### config.mk
export PLATFORM = sky130hd
export DESIGN_NAME = mon_wait_ctrl
export DESIGN_NICKNAME = d
export VERILOG_FILES = /design/src/rtl/mwc_pkg.sv /design/src/rtl/mwc_arm_track.sv /design/src/rtl/mwc_tsc.sv /design/src/rtl/mwc_wake_arb.sv /design/src/rtl/mon_wait_ctrl.sv
export SDC_FILE = /design/constraint.sdc
export NUM_CORES = 1
export LEC_CHECK = 0
export ABC_CLOCK_PERIOD_IN_PS = 2500
export BUFFER_PORTS_ARGS = -buffer_cell sky130_fd_sc_hd__buf_4
export CORE_UTILIZATION = 40
export DETAILED_ROUTE_END_ITERATION = 16
export PLACE_DENSITY = 0.75
export REMOVE_ABC_BUFFERS = 1
export SYNTH_ARGS = -nofsm -noshare
export SYNTH_HDL_FRONTEND = slang
export SYNTH_SLANG_ARGS = --single-unit
export TNS_END_PERCENT = 30
### constraint.sdc
create_clock -name clk_i -period 2.5 [get_ports clk_i]
set_input_delay 0.375 -clock clk_i [delete_from_list [all_inputs] [get_ports clk_i]]
set_output_delay 0.375 -clock clk_i [all_outputs]
set_load 0.01 [all_outputs]
### src/rtl/mwc_pkg.sv
package mwc_pkg;
  typedef enum logic [2:0] {
    WK_FALL    = 3'd0,
    WK_STORE   = 3'd1,
    WK_IRQ     = 3'd2,
    WK_NMI     = 3'd3,
    WK_EXC     = 3'd4,
    WK_TIMEOUT = 3'd5
  } wake_e;
  localparam int unsigned NUM_EV = 5;
endpackage

### src/rtl/mwc_arm_track.sv
module mwc_arm_track #(
  parameter int unsigned AW       = 48,
  parameter int unsigned LINE_LSB = 6
) (
  input  logic                   clk_i,
  input  logic                   rst_ni,
  input  logic                   mon_req_i,
  input  logic                   mon_legacy_i,
  input  logic [AW-1:0]          mon_addr_i,
  input  logic                   mon_ok_i,
  input  logic                   xfer_cancel_i,
  input  logic                   store_wake_i,
  output logic                   user_arm_o,
  output logic                   leg_arm_o,
  output logic [AW-1:LINE_LSB]   line_o
);
  logic                 user_q, leg_q;
  logic [AW-1:LINE_LSB] line_q;

  always_ff @(posedge clk_i or negedge rst_ni) begin
    if (!rst_ni) begin
      user_q <= 1'b0;
      leg_q  <= 1'b0;
      line_q <= '0;
    end else if (mon_req_i) begin
      // flavours exclude each other; newest request wins
      line_q <= mon_addr_i[AW-1:LINE_LSB];
      user_q <= !mon_legacy_i && mon_ok_i;
      leg_q  <= mon_legacy_i;
    end else begin
      if (xfer_cancel_i) user_q <= 1'b0;
      if (store_wake_i) begin
        user_q <= 1'b0;
        leg_q  <= 1'b0;
      end
    end
  end

  assign user_arm_o = user_q;
  assign leg_arm_o  = leg_q;
  assign line_o     = line_q;
endmodule

### src/rtl/mwc_tsc.sv
module mwc_tsc #(
  parameter int unsigned TW = 64
) (
  input  logic          clk_i,
  input  logic          rst_ni,
  input  logic          load_i,
  input  logic [TW-1:0] deadline_i,
  output logic          expired_o
);
  logic [TW-1:0] tsc_q, dl_q;

  always_ff @(posedge clk_i or negedge rst_ni) begin
    if (!rst_ni) begin
      tsc_q <= '0;
      dl_q  <= '0;
    end else begin
      tsc_q <= tsc_q + 1'b1;
      if (load_i) dl_q <= deadline_i;
    end
  end

  assign expired_o = (tsc_q >= dl_q);
endmodule

### src/rtl/mwc_wake_arb.sv
module mwc_wake_arb
  import mwc_pkg::*;
(
  input  logic [NUM_EV-1:0] ev_i,   // bit k -> reason k+1
  output logic              any_o,
  output wake_e             reason_o
);
  always_comb begin
    reason_o = WK_FALL;
    for (int k = NUM_EV - 1; k >= 0; k--) begin
      if (ev_i[k]) reason_o = wake_e'(3'(k + 1));
    end
  end
  assign any_o = |ev_i;
endmodule

### src/rtl/mon_wait_ctrl.sv
module mon_wait_ctrl
  import mwc_pkg::*;
#(
  parameter int unsigned AW         = 48,
  parameter int unsigned LINE_BYTES = 64,
  parameter int unsigned AGW        = 4,
  parameter int unsigned SELF_AGENT = 3,
  parameter int unsigned TW         = 64
) (
  input  logic           clk_i,
  input  logic           rst_ni,
  input  logic           mon_req_i,
  input  logic           mon_legacy_i,
  input  logic [AW-1:0]  mon_addr_i,
  input  logic           mon_ok_i,
  input  logic           wait_req_i,
  input  logic           wait_legacy_i,
  input  logic [TW-1:0]  wait_deadline_i,
  input  logic           xfer_cancel_i,
  input  logic           snoop_vld_i,
  input  logic [AW-1:0]  snoop_addr_i,
  input  logic [AGW-1:0] snoop_agent_i,
  input  logic           ext_irq_i,
  input  logic           nmi_smi_i,
  input  logic           exc_rst_i,
  output logic           waiting_o,
  output logic           wake_o,
  output logic [2:0]     wake_reason_o,
  output logic           fall_thru_o
);
  localparam int unsigned LINE_LSB = $clog2(LINE_BYTES);
  localparam logic [AGW-1:0] SELF_ID = AGW'(SELF_AGENT);

  logic                 waiting_q, wleg_q, wake_q, ft_q;
  wake_e                reason_q;
  logic                 user_arm, leg_arm, expired;
  logic [AW-1:LINE_LSB] line;
  logic                 hit, tmo, store_wake, can_wait, enter;
  logic [NUM_EV-1:0]    ev;
  logic                 ev_any;
  wake_e                ev_reason;

  assign hit = snoop_vld_i && (snoop_addr_i[AW-1:LINE_LSB] == line)
               && (snoop_agent_i != SELF_ID);
  assign tmo        = !wleg_q && expired;
  assign ev         = waiting_q ? {tmo, exc_rst_i, nmi_smi_i, ext_irq_i, hit} : '0;
  assign store_wake = ev[0];
  assign can_wait   = wait_legacy_i ? leg_arm : user_arm;
  assign enter      = !waiting_q && wait_req_i && can_wait;

  mwc_arm_track #(.AW(AW), .LINE_LSB(LINE_LSB)) u_arm (
    .clk_i         (clk_i),
    .rst_ni        (rst_ni),
    .mon_req_i     (mon_req_i),
    .mon_legacy_i  (mon_legacy_i),
    .mon_addr_i    (mon_addr_i),
    .mon_ok_i      (mon_ok_i),
    .xfer_cancel_i (xfer_cancel_i),
    .store_wake_i  (store_wake),
    .user_arm_o    (user_arm),
    .leg_arm_o     (leg_arm),
    .line_o        (line)
  );

  mwc_tsc #(.TW(TW)) u_tsc (
    .clk_i      (clk_i),
    .rst_ni     (rst_ni),
    .load_i     (enter),
    .deadline_i (wait_deadline_i),
    .expired_o  (expired)
  );

  mwc_wake_arb u_arb (
    .ev_i     (ev),
    .any_o    (ev_any),
    .reason_o (ev_reason)
  );

  always_ff @(posedge clk_i or negedge rst_ni) begin
    if (!rst_ni) begin
      waiting_q <= 1'b0;
      wleg_q    <= 1'b0;
      wake_q    <= 1'b0;
      ft_q      <= 1'b0;
      reason_q  <= WK_FALL;
    end else begin
      wake_q   <= 1'b0;
      ft_q     <= 1'b0;
      reason_q <= WK_FALL;
      if (waiting_q) begin
        if (ev_any) begin
          waiting_q <= 1'b0;
          wake_q    <= 1'b1;
          reason_q  <= ev_reason;
        end
      end else if (wait_req_i) begin
        if (can_wait) begin
          waiting_q <= 1'b1;
          wleg_q    <= wait_legacy_i;
        end else begin
          wake_q <= 1'b1;
          ft_q   <= 1'b1;
        end
      end
    end
  end

  assign waiting_o     = waiting_q;
  assign wake_o        = wake_q;
  assign wake_reason_o = reason_q;
  assign fall_thru_o   = ft_q;
endmodule

==> flow_summary.yaml <==
power:
  p_sw_mw: 2.04
  pwr_density_cell_nw_per_um2: 626
  intPower_mw: 5.42
  seqPwrFrac: 0.453
  clock_power_share: 0.358
  p_leak_nw: 5.69
  p_comb_frac: 0.188
  ir_drop_v: 0.000384
  p_sw_frac: 0.273
floorplan:
  fp.dieArea_sq_um: 23600
  die_w_um: 154
  start_util: 0.407
  rows: 55
  dieHeight_um: 154
  ioPinCount: 182
  coreArea_sq_um: 22600
sta:
  setup-violations-final: 0
  max_freq_mhz: 405
  whs_ns: 0.145
  setup_ws_ns: 0.0322
  worstMarginPinSlew_ns: 0.621
  worst_clock_skew_ns: 0.0114
  fin_crit_ns: 2.47
  max_slew_margin: 0.583
  hold_violations: 0
  slew_viol_final: 0
  period_share: 0.987
  rsz0062_at_grt: "true"
worst_setup_path:
  cp_max_fo: 2
  worstSetupEndpointType: "flop"
  worstPathArrival_ns: 2.80
  worstSetupPathType: "flop to flop"
  reg2reg_setup_slack_ns: 0.03
  start_kind: "flop"
  critical_path_required_ns: 2.83
grt:
  antenna_found_initial: 0
  grt_max_degree: 66
  grtUsageTotal: 0.193
  grt-ovfl-total: 0
  grt_pass1_vias: 7403
  grt_pass1_wl_mm: 36.1
cells_and_area:
  area_growth_pct: 29.5
  fin_cells: 1408
  final_cell_area_sq_um: 11900
  final_common_cell: "buf_4"
  fillCellCount: 1975
  antennaDiodeCount: 0
  layout_common_cells: "216 x buf_4, 179 x dfrtp_1, 112 x nand2_1, 79 x inv_1, 73 x o21ai_0"
  drive_gt1_frac: 0.289
  layout.nets: 1352
clock_network:
  numCtsBuffers: 17
  clk_latency_ns: 0.43
  cts.sinks: 179
  tritoncts: "done"
  clock_path_buffers: 2
  cts_root_buf: "clkbuf_16"
  clk_pin_slew_ns: 0.07
  ctsHtreeMaxLevel: 4
min_path:
  hold_path.class: "primary input to flop"
synth:
  synth-seq-cells: 179
  synth_top_flop_cell: "dfrtp_1"
  synth.distinct_cells: 52
  yosys_warnings: 0
  avgSynthCellArea_sq_um: 10.3
  synth_area_sq_um: 9200
  synthCells: 891
  ys_seq_area_frac: 0.487
  async_flop_share: 1.00
  synth_edf_count: 0
run_status:
  outcome: "finished, final reports clean"
drt:
  num_vias: 7118
  drc: 0
  drtIter0Drc: 349
  wire_per_inst_um: 15.3
  ant_nets: 0
  drt_wl_total_mm: 21.5
  drt_first_pass_iters: 7
  vias_per_cell: 5.06
run:
  cap_violations: 0
place:
  pre_cts_ws_ns: -0.133
  routabilityCongestion: 0.839
  place_area_sq_um: 11100
  dp_hpwl_mm: 16.2
  dp_cells: 1368
  port_buffers: 169
==> cells in the mapped netlist, drive strengths merged, types with 28 or more instances <==
cell type	n	area, sq um
dfrtp	179	4480
nor4	29	218
inv	80	300
nand3	31	155
nand4	36	246
a21oi	28	140
mux2	43	484
ha	65	813
xor2	60	526
nand2	114	438
o21ai	74	370
xnor2	44	385
==> worst max-delay path, cell delays in order (launching register included) <==
cell and delay [ns]:
dfrtp_1 0.42, ha_4 0.29, nand4_1 0.14, or4_1 0.49, o32a_1 0.33, a211oi_2 0.33
o41ai_2 0.15, a31o_2 0.22
==> cell families after synthesis <==
logic type,Yosys count,share of synthesized area
adder cells (fa/ha/maj),65,0.0884
AND/OR/NAND/NOR,275,0.156
XOR/XNOR,104,0.0991
multiplexers,44,0.0537
buffers and inverters,102,0.0420
AO/OA/AOI/OAI,122,0.0736
flip-flops,179,0.487
==> repair_timing <==
action / CTS / global route
buffers inserted: 8 / 1
hold endpoints to repair: 55 / 0
gates resized for setup: 6 / 12
hold buffers: 1 / 0
pin swaps: 7 / 7
setup endpoints to repair: 4 / 16
==> metrics by stage <==
step	util	power, mW	TNS [ns]
2_1_floorplan	-	4.17	-147.22
3_3_place_gp	0.493	4.69	-0.128
3_5_place_dp	0.493	4.75	-0.205
4_1_cts	0.524	7.49	0
5_1_grt	0.527	7.88	-0.0315
6_report	0.527	7.45	0
==> flip-flops by register name (all words and copies together), names as in the netlist <==
name and flops:
wake_o 1, u_tsc.tsc_q 64, u_tsc.dl_q 64, waiting_o 1, fall_thru_o 1, u_arm.leg_arm_o 1
u_arm.line_o 42, u_arm.user_arm_o 1, wake_reason_o 3, wleg_q 1
==> routing by layer <==
metal | vias up | wire length, um | track usage
met5 | - | 0 | 0
met3 | 33 | 957 | 0.0397
met2 | 162 | 10500 | 0.326
met1 | 3401 | 9650 | 0.249
met4 | 0 | 425 | 0.0605
li1 | 3522 | - | -
==> cell type report <==
cell class / instances / area (sq um) / share of cell area
clock buffers: 19 / 453 / 0.0380
repair buffers: 223 / 1730 / 0.146
multi-input cells: 610 / 4450 / 0.374
flip-flops and latches: 179 / 4480 / 0.376
well taps: 285 / 357 / 0.0300
clock inverters: 12 / 131 / 0.0110
inverters: 80 / 300 / 0.0252
==> final timing paths <==
path	start	to	depth (start not counted)
hold / removal	wait_deadline_i[25]	u_tsc.dl_q[25]	3
max in group asynchronous	rst_ni	u_tsc.dl_q[41]	3
setup / recovery	u_tsc.tsc_q[9]	waiting_o	7
min in group asynchronous	rst_ni	u_tsc.dl_q[58]	2
setup reg to reg	u_tsc.tsc_q[9]	waiting_o	7
hold reg to reg	u_tsc.tsc_q[0]	u_tsc.tsc_q[0]	1
==> power groups by stage <==
| stage | clock, mW | combinational [mW] | sequential, mW |
|---|---|---|---|
| after global placement | 0 | 1.28 | 3.42 |
| after floorplan | 0 | 0.765 | 3.41 |
| final | 2.67 | 1.40 | 3.38 |
| after CTS | 2.73 | 1.38 | 3.38 |
| after detailed placement | 0 | 1.32 | 3.43 |
| after global routing | 2.86 | 1.60 | 3.42 |
Power figures use the tool's default switching activity.
